===== src/rtl/ret_entry_pkg.sv =====
package ret_entry_pkg;
  localparam int REG_W   = 32;
  localparam int CODE_W  = 3;
  localparam int CNT_W   = 10;
  localparam int PD_BIT  = 0;
  localparam int WFI_LSB = 4;
  localparam int WFE_LSB = 7;

  typedef struct packed {
    logic [CODE_W-1:0] wfe_code;
    logic [CODE_W-1:0] wfi_code;
    logic              pd_en;
  } ret_cfg_t;

  // Nonlinear code to tick count: 0 -> off, 1 -> 2, 2 -> 8, n>=3 -> 2^(n+2)
  function automatic logic [CNT_W-1:0] code_to_ticks(input logic [CODE_W-1:0] code);
    logic [CNT_W-1:0] lim;
    case (code)
      3'd0:    lim = '0;
      3'd1:    lim = CNT_W'(2);
      3'd2:    lim = CNT_W'(8);
      default: lim = CNT_W'(1) << ({1'b0, code} + 4'd2);
    endcase
    return lim;
  endfunction
endpackage


===== src/rtl/ret_cfg_reg.sv =====
module ret_cfg_reg
  import ret_entry_pkg::*;
(
  input  logic             clk,
  input  logic             rst_n,
  input  logic             wr_en,
  input  logic [REG_W-1:0] wr_data,
  input  logic [1:0]       wr_priv,
  input  logic             lower_wr_allow,
  output ret_cfg_t         cfg_o,
  output logic [REG_W-1:0] rd_data_o
);
  ret_cfg_t         cfg_q, cfg_d;
  logic [REG_W-1:0] rd_q, rd_d;
  logic             wr_ok;

  always_comb begin
    wr_ok = wr_en && ((wr_priv == 2'd3) ||
                      ((wr_priv != 2'd0) && lower_wr_allow));
    cfg_d = cfg_q;
    if (wr_ok) begin
      cfg_d.pd_en    = wr_data[PD_BIT];
      cfg_d.wfi_code = wr_data[WFI_LSB +: CODE_W];
      cfg_d.wfe_code = wr_data[WFE_LSB +: CODE_W];
    end
    rd_d                      = '0;
    rd_d[PD_BIT]              = cfg_q.pd_en;
    rd_d[WFI_LSB +: CODE_W]   = cfg_q.wfi_code;
    rd_d[WFE_LSB +: CODE_W]   = cfg_q.wfe_code;
  end

  always_ff @(posedge clk or negedge rst_n) begin
    if (!rst_n) begin
      cfg_q <= '0;
      rd_q  <= '0;
    end else begin
      cfg_q <= cfg_d;
      rd_q  <= rd_d;
    end
  end

  assign cfg_o     = cfg_q;
  assign rd_data_o = rd_q;

  // the lowest privilege never changes the register
  p_low_priv_blocked_r3: assert property (@(posedge clk) disable iff (!rst_n)
    (wr_en && wr_priv == 2'd0) |=> $stable(cfg_q));
  // middle privilege without permission is blocked
  p_no_perm_blocked_r3: assert property (@(posedge clk) disable iff (!rst_n)
    (wr_en && wr_priv != 2'd3 && !lower_wr_allow) |=> $stable(cfg_q));
endmodule


===== src/rtl/ret_tick_timer.sv =====
module ret_tick_timer
  import ret_entry_pkg::*;
(
  input  logic     clk,
  input  logic     rst_n,
  input  logic     idle_wfi,
  input  logic     idle_wfe,
  input  logic     tick,
  input  ret_cfg_t cfg,
  output logic     ready_o,
  output logic     pwrdn_o
);
  logic             idle_now, idle_q;
  logic [CNT_W-1:0] lim_q, lim_d, lim_eff;
  logic [CNT_W-1:0] cnt_q, cnt_d;
  logic             ready_q, ready_d, pd_q, pd_d;

  always_comb begin
    idle_now = idle_wfi || idle_wfe;
    lim_eff  = idle_q ? lim_q
                      : code_to_ticks(idle_wfi ? cfg.wfi_code : cfg.wfe_code);
    lim_d    = lim_eff;
    cnt_d    = '0;
    if (idle_now) begin
      cnt_d = cnt_q;
      if (tick && (cnt_q < lim_eff)) cnt_d = cnt_q + CNT_W'(1);
    end
    ready_d = idle_now && (lim_eff != '0) && (cnt_d >= lim_eff);
    pd_d    = idle_wfi && cfg.pd_en;
  end

  always_ff @(posedge clk or negedge rst_n) begin
    if (!rst_n) begin
      idle_q  <= 1'b0;
      lim_q   <= '0;
      cnt_q   <= '0;
      ready_q <= 1'b0;
      pd_q    <= 1'b0;
    end else begin
      idle_q  <= idle_now;
      lim_q   <= lim_d;
      cnt_q   <= cnt_d;
      ready_q <= ready_d;
      pd_q    <= pd_d;
    end
  end

  assign ready_o = ready_q;
  assign pwrdn_o = pd_q;

  // outside idle the count is cleared and ready drops
  p_wake_clears_r7: assert property (@(posedge clk) disable iff (!rst_n)
    !idle_now |=> (cnt_q == '0) && !ready_o);
  // the count never passes the latched limit during idle
  p_no_overrun_r6: assert property (@(posedge clk) disable iff (!rst_n)
    idle_q |-> cnt_q <= lim_q);
  // the limit stays frozen while idle continues
  p_limit_frozen_r8: assert property (@(posedge clk) disable iff (!rst_n)
    (idle_q && idle_now) |=> $stable(lim_q));
  // a zero limit never yields readiness
  p_disabled_r4: assert property (@(posedge clk) disable iff (!rst_n)
    (idle_now && lim_eff == '0) |=> !ready_o);
  // a power-down request needs interrupt idle the cycle before
  p_pd_source_r9: assert property (@(posedge clk) disable iff (!rst_n)
    $rose(pwrdn_o) |-> $past(idle_wfi));
endmodule


===== src/rtl/ret_entry_ctrl.sv =====
module ret_entry_ctrl
  import ret_entry_pkg::*;
(
  input  logic             clk,
  input  logic             rst_n,
  input  logic             cfg_wr_en,
  input  logic [REG_W-1:0] cfg_wr_data,
  input  logic [1:0]       cfg_wr_priv,
  input  logic             lower_wr_allow,
  input  logic             idle_wfi,
  input  logic             idle_wfe,
  input  logic             tick,
  output logic [REG_W-1:0] cfg_rd_data,
  output logic             ret_ready,
  output logic             pwrdn_req
);
  logic [1:0] rst_sync_q;
  logic       rst_int_n;
  ret_cfg_t   cfg;

  always_ff @(posedge clk or negedge rst_n) begin
    if (!rst_n) rst_sync_q <= 2'b00;
    else        rst_sync_q <= {rst_sync_q[0], 1'b1};
  end
  assign rst_int_n = rst_sync_q[1];

  ret_cfg_reg u_cfg (
    .clk            (clk),
    .rst_n          (rst_int_n),
    .wr_en          (cfg_wr_en),
    .wr_data        (cfg_wr_data),
    .wr_priv        (cfg_wr_priv),
    .lower_wr_allow (lower_wr_allow),
    .cfg_o          (cfg),
    .rd_data_o      (cfg_rd_data)
  );

  ret_tick_timer u_timer (
    .clk      (clk),
    .rst_n    (rst_int_n),
    .idle_wfi (idle_wfi),
    .idle_wfe (idle_wfe),
    .tick     (tick),
    .cfg      (cfg),
    .ready_o  (ret_ready),
    .pwrdn_o  (pwrdn_req)
  );

  // reserved read positions stay zero
  p_rsvd_zero_r2: assert property (@(posedge clk) disable iff (!rst_int_n)
    (cfg_rd_data[REG_W-1:WFE_LSB+CODE_W] == '0) && (cfg_rd_data[WFI_LSB-1:PD_BIT+1] == '0));
  // readiness only rises out of an idle cycle
  p_ready_idle_r6: assert property (@(posedge clk) disable iff (!rst_int_n)
    $rose(ret_ready) |-> $past(idle_wfi || idle_wfe));
endmodule


===== config.mk =====
export PLATFORM = sky130hd
export DESIGN_NAME = ret_entry_ctrl
export DESIGN_NICKNAME = d
export VERILOG_FILES = /design/src/rtl/ret_entry_pkg.sv /design/src/rtl/ret_cfg_reg.sv /design/src/rtl/ret_tick_timer.sv /design/src/rtl/ret_entry_ctrl.sv
export SDC_FILE = /design/constraint.sdc
export NUM_CORES = 1
export LEC_CHECK = 0
export BUFFER_PORTS_ARGS = -buffer_cell sky130_fd_sc_hd__buf_2
export CAP_MARGIN = 25
export CORE_ASPECT_RATIO = 1.75
export CORE_UTILIZATION = 45
export DETAILED_ROUTE_END_ITERATION = 7
export PLACE_DENSITY = 0.75
export SYNTH_ARGS = -nofsm -noshare
export SYNTH_HDL_FRONTEND = slang
export SYNTH_SLANG_ARGS = --single-unit
export TNS_END_PERCENT = 50

===== constraint.sdc =====
create_clock -name clk -period 1.9 [get_ports clk]
set_clock_uncertainty 0.05 [all_clocks]
set_input_delay 0.19 -clock clk [delete_from_list [all_inputs] [get_ports clk]]
set_output_delay 0.19 -clock clk [all_outputs]
set_load 0.02 [all_outputs]

# Yosys cells after proc, flatten, opt, wreduce, memory -nomap -nowiden
# Cells that the tools add are included.
# word_totals
output_inout_bits	34
elab_cells	34
register_bits	39
inputBits	41
# op_classes
shift	1
add_sub_neg	2
n_reduce_logical	11
n_lt_le_gt_ge	2
n_eq_ne	3
mux	5
# op_table
op	n
$mux 10	3
$pmux 10 s3	1
$add 10x1->10 const B	1
$ge 10x10->1	1
$lt 10x10->1	1
$reduce_bool 10->1	1
$shl 1x4->10 const A	1
$logic_and 1x1->1	6
$add 3x2->4 const B	1
$eq 3x1->1 const B	1
$eq 3x2->1 const B	1
$logic_not 3->1	1
$mux 3	1
$eq 2x2->1 const B	1
$logic_or 1x1->1	2
$reduce_bool 2->1	1

# Longest topological paths before layout
# Gate-level depths: netlist (run 1).
# logic_depth
ltp_word	11
ltp_mapped	20
depth_no_buf	19

# By module
# From an unflattened synthesis (run 1), not the netlist that was laid out.
# unflattened
cells_unflattened	222
area_unflattened_um2	2298.5
# by_module_without_submodules
module	instances	area_per_inst_um2	cells_per_inst	seq_area_each_um2
ret_tick_timer	1	1601.5	170	575.6
ret_cfg_reg	1	643.1	49	350.3
ret_entry_ctrl	1	53.8	3	50.0

# Worst setup path before layout (run 1)
# Ideal clock, no wire load.
# synth_path
path_type	in2reg
start	input idle_wfi
end	register u_timer.ready_q, in the netlist u_timer.ready_o
n_path_buf	2
required_ps	1707
path_stages	19
setup_slack_ps	-2551
setup_ps	143
t_arrival_ps	4258
cell_sequence	buf_2 mux2i_1 inv_1 ha_1 or3_1 a211oi_1 a221o_1 inv_1 ha_1 a21oi_1 o21ai_0 a211o_1 buf_6 or4_1 a21oi_1 ha_1 a2111o_1 a41oi_1 a211oi_1
# synth_via
elab_chain_len	11
elab_cells_between_ends	17
classes_between	1 x add/sub; 2 x order compare; 2 x eq/ne; 1 x shift; 5 x mux; 6 x reduce/logical
# synth_rtl
item	line_no	text
start, declared	ret_entry_ctrl.sv:10	input logic idle_wfi,
$mux 3 *	ret_tick_timer.sv:21	: code_to_ticks(idle_wfi ? cfg.wfi_code : cfg.wfe_code);
$add 3x2->4	ret_entry_pkg.sv:22	default: lim = CNT_W'(1) << ({1'b0, code} + 4'd2);
$shl 1x4->10	ret_entry_pkg.sv:22	
$pmux 10 s3 *	ret_entry_pkg.sv:18	case (code)
$mux 10 *	ret_tick_timer.sv:20	lim_eff = idle_q ? lim_q
via u_timer.lim_d[3]	ret_tick_timer.sv:14	logic [CNT_W-1:0] lim_q, lim_d, lim_eff;
$lt 10x10->1 *	ret_tick_timer.sv:26	if (tick && (cnt_q < lim_eff)) cnt_d = cnt_q + CNT_W'(1);
$logic_and 1x1->1 *	ret_tick_timer.sv:26	
$mux 10 *	ret_tick_timer.sv:26	
$mux 10 *	ret_tick_timer.sv:24	if (idle_now) begin
via u_timer.cnt_d[7]	ret_tick_timer.sv:15	logic [CNT_W-1:0] cnt_q, cnt_d;
$ge 10x10->1 *	ret_tick_timer.sv:28	ready_d = idle_now && (lim_eff != '0) && (cnt_d >= lim_eff);
$logic_and 1x1->1 *	ret_tick_timer.sv:28	
via u_timer.ready_d	ret_tick_timer.sv:16	logic ready_q, ready_d, pd_q, pd_d;
end signal, assigned	ret_tick_timer.sv:43	ready_q <= ready_d;
end, declared	ret_tick_timer.sv:16	
# The timed path passes the listed nets; every way through them passes the cells marked *.
# A chain may end at the register's enable or synchronous reset.

# Final worst setup path (run 1)
# layout_path
start	register u_cfg.cfg_q, in the netlist u_cfg.cfg_o[6]
end	register u_timer.ready_q, in the netlist u_timer.ready_o
# layout_via
elab_chain_len	11
elab_cells_between_ends	16
classes_between	1 x add/sub; 2 x order compare; 2 x eq/ne; 1 x shift; 5 x mux; 5 x reduce/logical
# layout_rtl
item	line_no	text
start, declared	ret_cfg_reg.sv:13	ret_cfg_t cfg_q, cfg_d;
start signal, assigned	ret_cfg_reg.sv:37	cfg_q <= cfg_d;
$mux 3 *	ret_tick_timer.sv:21	
$add 3x2->4	ret_entry_pkg.sv:22	
$shl 1x4->10	ret_entry_pkg.sv:22	
$pmux 10 s3 *	ret_entry_pkg.sv:18	
$mux 10 *	ret_tick_timer.sv:20	
via u_timer.lim_d[3]	ret_tick_timer.sv:14	
$lt 10x10->1 *	ret_tick_timer.sv:26	
$logic_and 1x1->1 *	ret_tick_timer.sv:26	
$mux 10 *	ret_tick_timer.sv:26	
$mux 10 *	ret_tick_timer.sv:24	
via u_timer.cnt_d[5]	ret_tick_timer.sv:15	
$ge 10x10->1 *	ret_tick_timer.sv:28	
$logic_and 1x1->1 *	ret_tick_timer.sv:28	
via u_timer.ready_d	ret_tick_timer.sv:16	
# Marked as above.

==> results of run 1 <==
-- metrics by stage --
stage	cell area (sq um)	std cells	setup slack, ns	setup TNS [ns]
4_1_cts	3160	374	-2.43	-17.11
3_5_place_dp	2870	357	-2.67	-18.66
3_3_place_gp	2870	357	-2.47	-17.25
6_report	3300	380	-2.49	-17.89
5_1_grt	3300	380	-2.59	-18.78
2_1_floorplan	2450	249	-2.39	-15.66
-- power breakdown --
part	internal (uW)	switching, uW	total, uW
registers	935	62.7	998
logic	707	707	1410
clock network	425	296	721
total	2070	1070	3130
-- cell families (layout without fill, tap and decap cells) --
family	count (synthesis)	count (layout)	share of synthesized area
flip-flops	39	39	0.421
AND/OR/NAND/NOR	56	56	0.129
buffers and inverters	45	122	0.119
AO/OA/AOI/OAI	47	47	0.148
adder cells (fa/ha/maj)	22	22	0.118
other	2	26	0.00324
XOR/XNOR	3	3	0.0113
multiplexers	11	11	0.0513
-- critical path, delay by kind of cell, from the launching register on --
kind                     cells  cell delay, ns
AO/OA/AOI/OAI               10            1.63
flip-flops                   1            0.44
AND/OR/NAND/NOR              2            0.90
adder cells (fa/ha/maj)      3            0.74
multiplexers                 1            0.19
buffers and inverters        3            0.29
-- Yosys cell counts (all sizes together) (3+ instances only) --
master	n	area share
xnor2	3	0.011
mux2	7	0.034
dfrtp	39	0.42
o21ai	10	0.023
buf	28	0.091
ha	21	0.11
a32o	3	0.013
a2111oi	4	0.018
nand3	4	0.0086
a21oi	9	0.019
and2	4	0.011
nand2b	5	0.013
nand2	14	0.023
or4	5	0.016
o31ai	4	0.013
inv	15	0.024
a211oi	6	0.022
mux2i	4	0.017
nor2	12	0.019
-- area by class of cell --
class                      count  area share
timing repair buffer          99       0.219
clock buffer                   6      0.0251
sequential                    39       0.296
clock inverter                 2      0.0106
inverter                      15      0.0171
multi-input combinational    165       0.412
tap                           54      0.0205
-- metal layers --
metal / track usage / wire length [um] / vias to the layer above / part of all wire
met1: 0.184 / 1990 / 1009 / 0.32
met4: 0.113 / 285 / 0 / 0.047
met5: 0 / 0 / - / 0
met3: 0.0348 / 181 / 20 / 0.030
li1: - / - / 954 / -
met2: 0.444 / 3670 / 65 / 0.60
-- path summary, 6_finish.rpt --
kind,startpoint,to,slack [ns],cells after the start
hold / removal,cfg_wr_data[5],u_cfg.cfg_o[2],0.08,2
setup reg to reg,u_cfg.cfg_o[6],u_timer.ready_o,-2.49,19
setup / recovery,u_cfg.cfg_o[6],u_timer.ready_o,-2.49,19
hold reg to reg,rst_sync_q[1],u_cfg.rd_data_o[7],0.24,1
min in group asynchronous,rst_n,rst_sync_q[0],0.17,2
max in group asynchronous,rst_sync_q[1],u_cfg.rd_data_o[6],1.22,1
-- flip-flops by register name, summed over array words and instances, names as in the netlist --
name,flops
rst_sync_q,2
u_cfg.cfg_o,7
u_cfg.rd_data_o,7
u_timer.cnt_q,10
u_timer.idle_q,1
u_timer.lim_q,10
u_timer.pwrdn_o,1
u_timer.ready_o,1
-- what timing repair did --
item,4_1_cts,5_1_grt
cloned,0,0
gates resized for setup,22,17
buffers inserted,8,7
endpoints found under the hold margin,2,0
pin swaps,8,6
hold buffers,1,0
setup endpoints to repair,13,14
==> qor.csv, run 1 <==
stage,metric,value,unit
status,status,finished with violations,
status,violations,setup timing,
die,dieArea,5450,sq um
finish,final_util,0.662,
global_route,track_usage,0.216,
worst_setup_path,crit_type,reg -> reg,
pwr,finalPower,3130,uW
clock_network,insertion_delay,0.29,ns
global_route,antenna_found_initial,0,
worst_setup_path,cp.required,2.00,ns
finish,area_delta_synth_final,42.1,%
sta,drv_slew,0,
worst_setup_path,critPathMaxStageDelay,0.52,ns
routing,vias,2048,
sta,max_freq,228,MHz
global_route,grt_max_degree,38,
synth,postSynth.asyncResetShare,1.00,
finish,multiInputGateArea,1360,sq um
sta,rsz0062_at_grt,true,
routing,via_per_inst,5.39,
finish,drive_gt1_frac,0.463,
routing,drc,0,
pwr,p_per_area,951,nW/um^2
clock_network,htreeDepth,2,
worst_setup_path,path_cells,mux2i_4 -> inv_2 -> ha_4 -> or3_4 -> a211oi_2 -> a221o_1 -> inv_2 -> ha_4 -> a21oi_4 -> o21ai_4 -> a211o_1 -> buf_6 -> or4_4 -> a21oi_4 -> ha_4 -> a211oi_2 -> o21ai_1 -> a41oi_2 -> a211oi_1,
place,io_buffers,24,
die,pin_count,75,
routing,antenna_left,0,
synth,syn_inst,225,
sta,min_period,4.39,ns
finish,nFillCells,362,
sta,hold_ws,0.0778,ns
finish,nNetsFinal,387,
die,rows,34,
finish,num_antenna_cells,0,
synth,synth_cell_types,48,
routing,routed_wirelength,6.13,mm
clock_network,path_clk_slew,0.08,ns
worst_hold_path,hp-class,in -> reg,
routing,drt_first_pass_iters,4,
synth,synth_flop_cell,dfrtp_1,
finish,seq_area,976,sq um
sta,setup_viol,12,
place,dpl.hpwl,4.29,mm
worst_setup_path,endpoint_kind,flip-flop,
routing,drt_iter0_drc,58,
synth,ys_seq_area_frac,0.421,
die,die_h,97.0,um
clock_network,cts_buffers,5,
finish,final_cell_mix,"buf_4, dfrtp_1, conb_1",
die,initial_core_util,0.466,
sta,hold_violations,0,
finish,final_common_cell,buf_4,
synth,ys_warn_count,0,
worst_setup_path,cp_slowest_cell,or4_4,
clock_network,root_buffer,clkbuf_8,
worst_setup_path,crit_fanout,5,
synth,synth-edff-count,0,
worst_setup_path,start_kind,flip-flop,
global_route,grt_pass1_wl,9.06,mm
sta,period_share,2.31,
global_route,grt_pass1_vias,2076,
worst_setup_path,crit_top_cell,ha_4,
die,die-width,56.3,um
synth,syn_area,2320,sq um
global_route,grt-ovfl-total,0,
die,fp.coreArea,4980,sq um
pwr,peakVddDrop,0.965,mV
clock_network,clock_path_buffers,2,
run,max_cap_viol_count,0,
routing,routedWlPerCell,16.1,um
synth,ys_ff_latch,39,
worst_setup_path,cp.arrival,4.49,ns
sta,worst_slack,-2.49,ns
clock_network,cts.sinks,39,
pwr,leakage,0.00161,uW
place,globalplace.congestion,0.830,
synth,avgSynthCellArea,10.3,sq um
clock_network,cts_tree,done,
Power figures use the tool's default switching activity.
==> inputs of run 2 (changes only) <==
- ABC_AREA: not set -> 1
- BUFFER_PORTS_ARGS: -buffer_cell sky130_fd_sc_hd__buf_2 -> not set
- DONT_BUFFER_PORTS: not set -> 1
- PLACE_DENSITY: 0.75 -> 0.63
==> run 2 against run 1 <==
- the flow still finishes with violations (setup timing)
- flip-flop and latch count did not move
- via count rose by 10%
- non-clock buffer count fell by 11
- synthesized cell count rose by 36%
- largest power group unchanged
- highest routed layer unchanged
==> qor.csv, run 2 <==
stage,metric,value,unit
synth,synth-edff-count,0,
place,dpl.hpwl,4.83,mm
finish,final_common_cell,buf_4,
sta,drv_slew,0,
sta,max_freq,281,MHz
synth,synthXorXnorAreaFrac,0.0243,
status,violations,setup timing,
clock_network,clock_path_buffers,2,
routing,vias,2262,
sta,hold_violations,0,
synth,synth_flop_cell,dfrtp_1,
worst_setup_path,critPathMaxStageDelay,0.39,ns
synth,syn_area,2520,sq um
clock_network,insertion_delay,0.29,ns
sta,period_share,1.87,
synth,synth_area_leaders,"dfrtp_1, ha_1, nand2_1, buf_4, nor2_1",
synth,ys_warn_count,0,
sta,hold_ws,0.0116,ns
pwr,leakage,0.00184,uW
synth,synth_fa_ha_area_frac,0.108,
global_route,grt_pass1_wl,9.95,mm
global_route,track_usage,0.227,
die,die_h,101,um
synth,yosysTopAreaCell,dfrtp_1,
synth,ys_ff_latch,39,
synth,yosys.area_share.simple,0.262,
worst_hold_path,hp-class,in -> reg,
sta,worst_slack,-1.66,ns
worst_setup_path,start_kind,flip-flop,
worst_setup_path,cp_slowest_cell,dfrtp_1,
global_route,grt_pass1_vias,2272,
status,status,finished with violations,
routing,antenna_left,0,
place,io_buffers,0,
clock_network,root_buffer,clkbuf_8,
routing,routedWlPerCell,14.3,um
clock_network,cts_buffers,5,
worst_setup_path,crit_fanout,6,
worst_setup_path,endpoint_kind,flip-flop,
sta,setup_viol,11,
finish,reg.largest.list,"u_timer.cnt_q x10, u_timer.lim_q x10",
synth,synth_compound_area_frac,0.0571,
sta,rsz0062_at_grt,true,
clock_network,cts_tree,done,
sta,tns,-10.07,ns
run,max_cap_viol_count,0,
worst_setup_path,cp.arrival,3.69,ns
synth,yosysMostFrequentCell,nand2_1,
finish,area_delta_synth_final,41.4,%
routing,drt_iter0_drc,139,
synth,avgSynthCellArea,8.20,sq um
die,initial_core_util,0.471,
place,dpl_cell_area,3020,sq um
synth,ys_seq_area_frac,0.387,
die,die-width,58.6,um
worst_setup_path,path_cells,nand2_1 -> nand2_2 -> ha_4 -> nand2_4 -> nor2_4 -> nand3_2 -> nand2_2 -> inv_1 -> ha_4 -> nand2_1 -> o21ai_1 -> nand2_1 -> and2_4 -> buf_4 -> nand3_1 -> nand2_1 -> nor2_2 -> ha_4 -> nand2_2 -> nor2_2 -> o211ai_1 -> o2111ai_2 -> nor2_1 -> nor2_1,
synth,synth_top_area_share,0.387,
synth,synth_top_family_by_area,simple AND/OR/NAND/NOR gates,
finish,nFillCells,460,
synth,synthTopCellsByCount,"nand2_1, dfrtp_1, nor2_1",
global_route,antenna_found_initial,0,
routing,drc,0,
global_route,grt-ovfl-total,0,
synth,syn_inst,307,
synth,postSynth.asyncResetShare,1.00,
worst_setup_path,cp.required,2.03,ns
clock_network,path_clk_slew,0.08,ns
synth,synth_cell_types,35,
synth,synthMuxAreaShare,0.00447,
worst_setup_path,crit_type,reg -> reg,
finish,nNetsFinal,459,
routing,routed_wirelength,6.72,mm
finish,num_antenna_cells,0,
pwr,p_per_area,1310,nW/um^2
routing,drt_first_pass_iters,4,
pwr,peakVddDrop,0.658,mV
die,dieArea,5910,sq um
sta,min_period,3.56,ns
die,pin_count,75,
worst_setup_path,timing.reg2reg.setup_slack,-1.66,ns
routing,via_per_inst,4.80,
finish,drive_gt1_frac,0.428,
die,fp.coreArea,5340,sq um
place,globalplace.congestion,0.916,
finish,final_cell_mix,"buf_4, nand2_1, dfrtp_1",
clock_network,cts.sinks,39,
die,rows,35,
finish,finalInstanceArea,3560,sq um
global_route,grt_max_degree,38,
clock_network,htreeDepth,2,
worst_setup_path,crit_top_cell,nand2_1,
run 2: cell count changes in the layout (fill, tap and decap cells not counted), moves of 7 or more:
cell     delta
inv_1      +18
nor2_1     +10
xor2_1      +7
buf_4      +10
nand3_1     +8
buf_2      -24
nand2_1    +41
nor2_2     +14
nor2_4      +8
nand2_2    +17
run 2: metrics by stage:
step | setup slack (ns) | cells | total power [uW] | util
final | -1.66 | 471 | 4680 | 0.667
after CTS | -1.60 | 463 | 4060 | 0.609
after floorplan | -1.35 | 331 | 2400 | -
after detailed placement | -1.71 | 447 | 3140 | 0.565
after global placement | -1.68 | 447 | 3100 | 0.565
after global routing | -1.94 | 471 | 5010 | 0.667
run 2: cell type report:
class	count	area, sq um	area share
clock inverter	2	37.5	0.0105
tap	74	92.6	0.0260
sequential	39	976	0.274
timing repair buffer	88	698	0.196
inverter	37	144	0.0404
clock buffer	5	68.8	0.0193
multi-input combinational	226	1550	0.434
run 2: critical path, delay by kind of cell (launching register included):
kind | cells | cell delay (ns)
simple gates | 16 | 1.51
fa+ha+maj | 3 | 0.81
compound gates | 3 | 0.42
flops | 1 | 0.39
buf+inv | 2 | 0.24
run 2: cell families (layout without fill, tap and decap cells):
logic type,after synthesis,in the layout
multiplexers,1,1
other,2,26
XOR/XNOR,7,7
buffers and inverters,67,132
AND/OR/NAND/NOR,144,145
AO/OA/AOI/OAI,25,25
adder cells (fa/ha/maj),22,22
flip-flops,39,39
run 2: report_power, final:
part / switching [uW] / internal [uW] / total (uW) / leakage (uW)
clock: 298 / 384 / 682 / 0.0000502
combinational: 1460 / 1390 / 2850 / 0.00131
sequential: 157 / 987 / 1140 / 0.000478
total: 1920 / 2760 / 4680 / 0.00184
run 2: path summary, 6_finish.rpt:
path / from / end / cells past startpoint
worst max-delay path: u_cfg.cfg_o[2] / u_timer.ready_o / 24
worst min-delay path: cfg_wr_data[9] / u_cfg.cfg_o[6] / 2
worst max register to register: u_cfg.cfg_o[2] / u_timer.ready_o / 24
worst min register to register: rst_sync_q[1] / u_timer.lim_q[2] / 1
max in group asynchronous: rst_sync_q[1] / u_timer.cnt_q[6] / 1
min in group asynchronous: rst_n / rst_sync_q[0] / 1
run 2: what timing repair did:
action	in CTS	in global routing
resized for setup	16	53
cloned	0	1
endpoints found under the setup margin	11	11
hold buffers	3	0
setup buffers	6	7
hold endpoints to repair	4	0
pin swaps	21	43
run 2: layer usage:
metal  wire length (um)  track usage  part of all wire
met3                168       0.0244             0.025
met1               2250        0.211              0.33
met2               3830        0.439              0.57
met5                  0            0                 0
met4                477        0.159             0.071
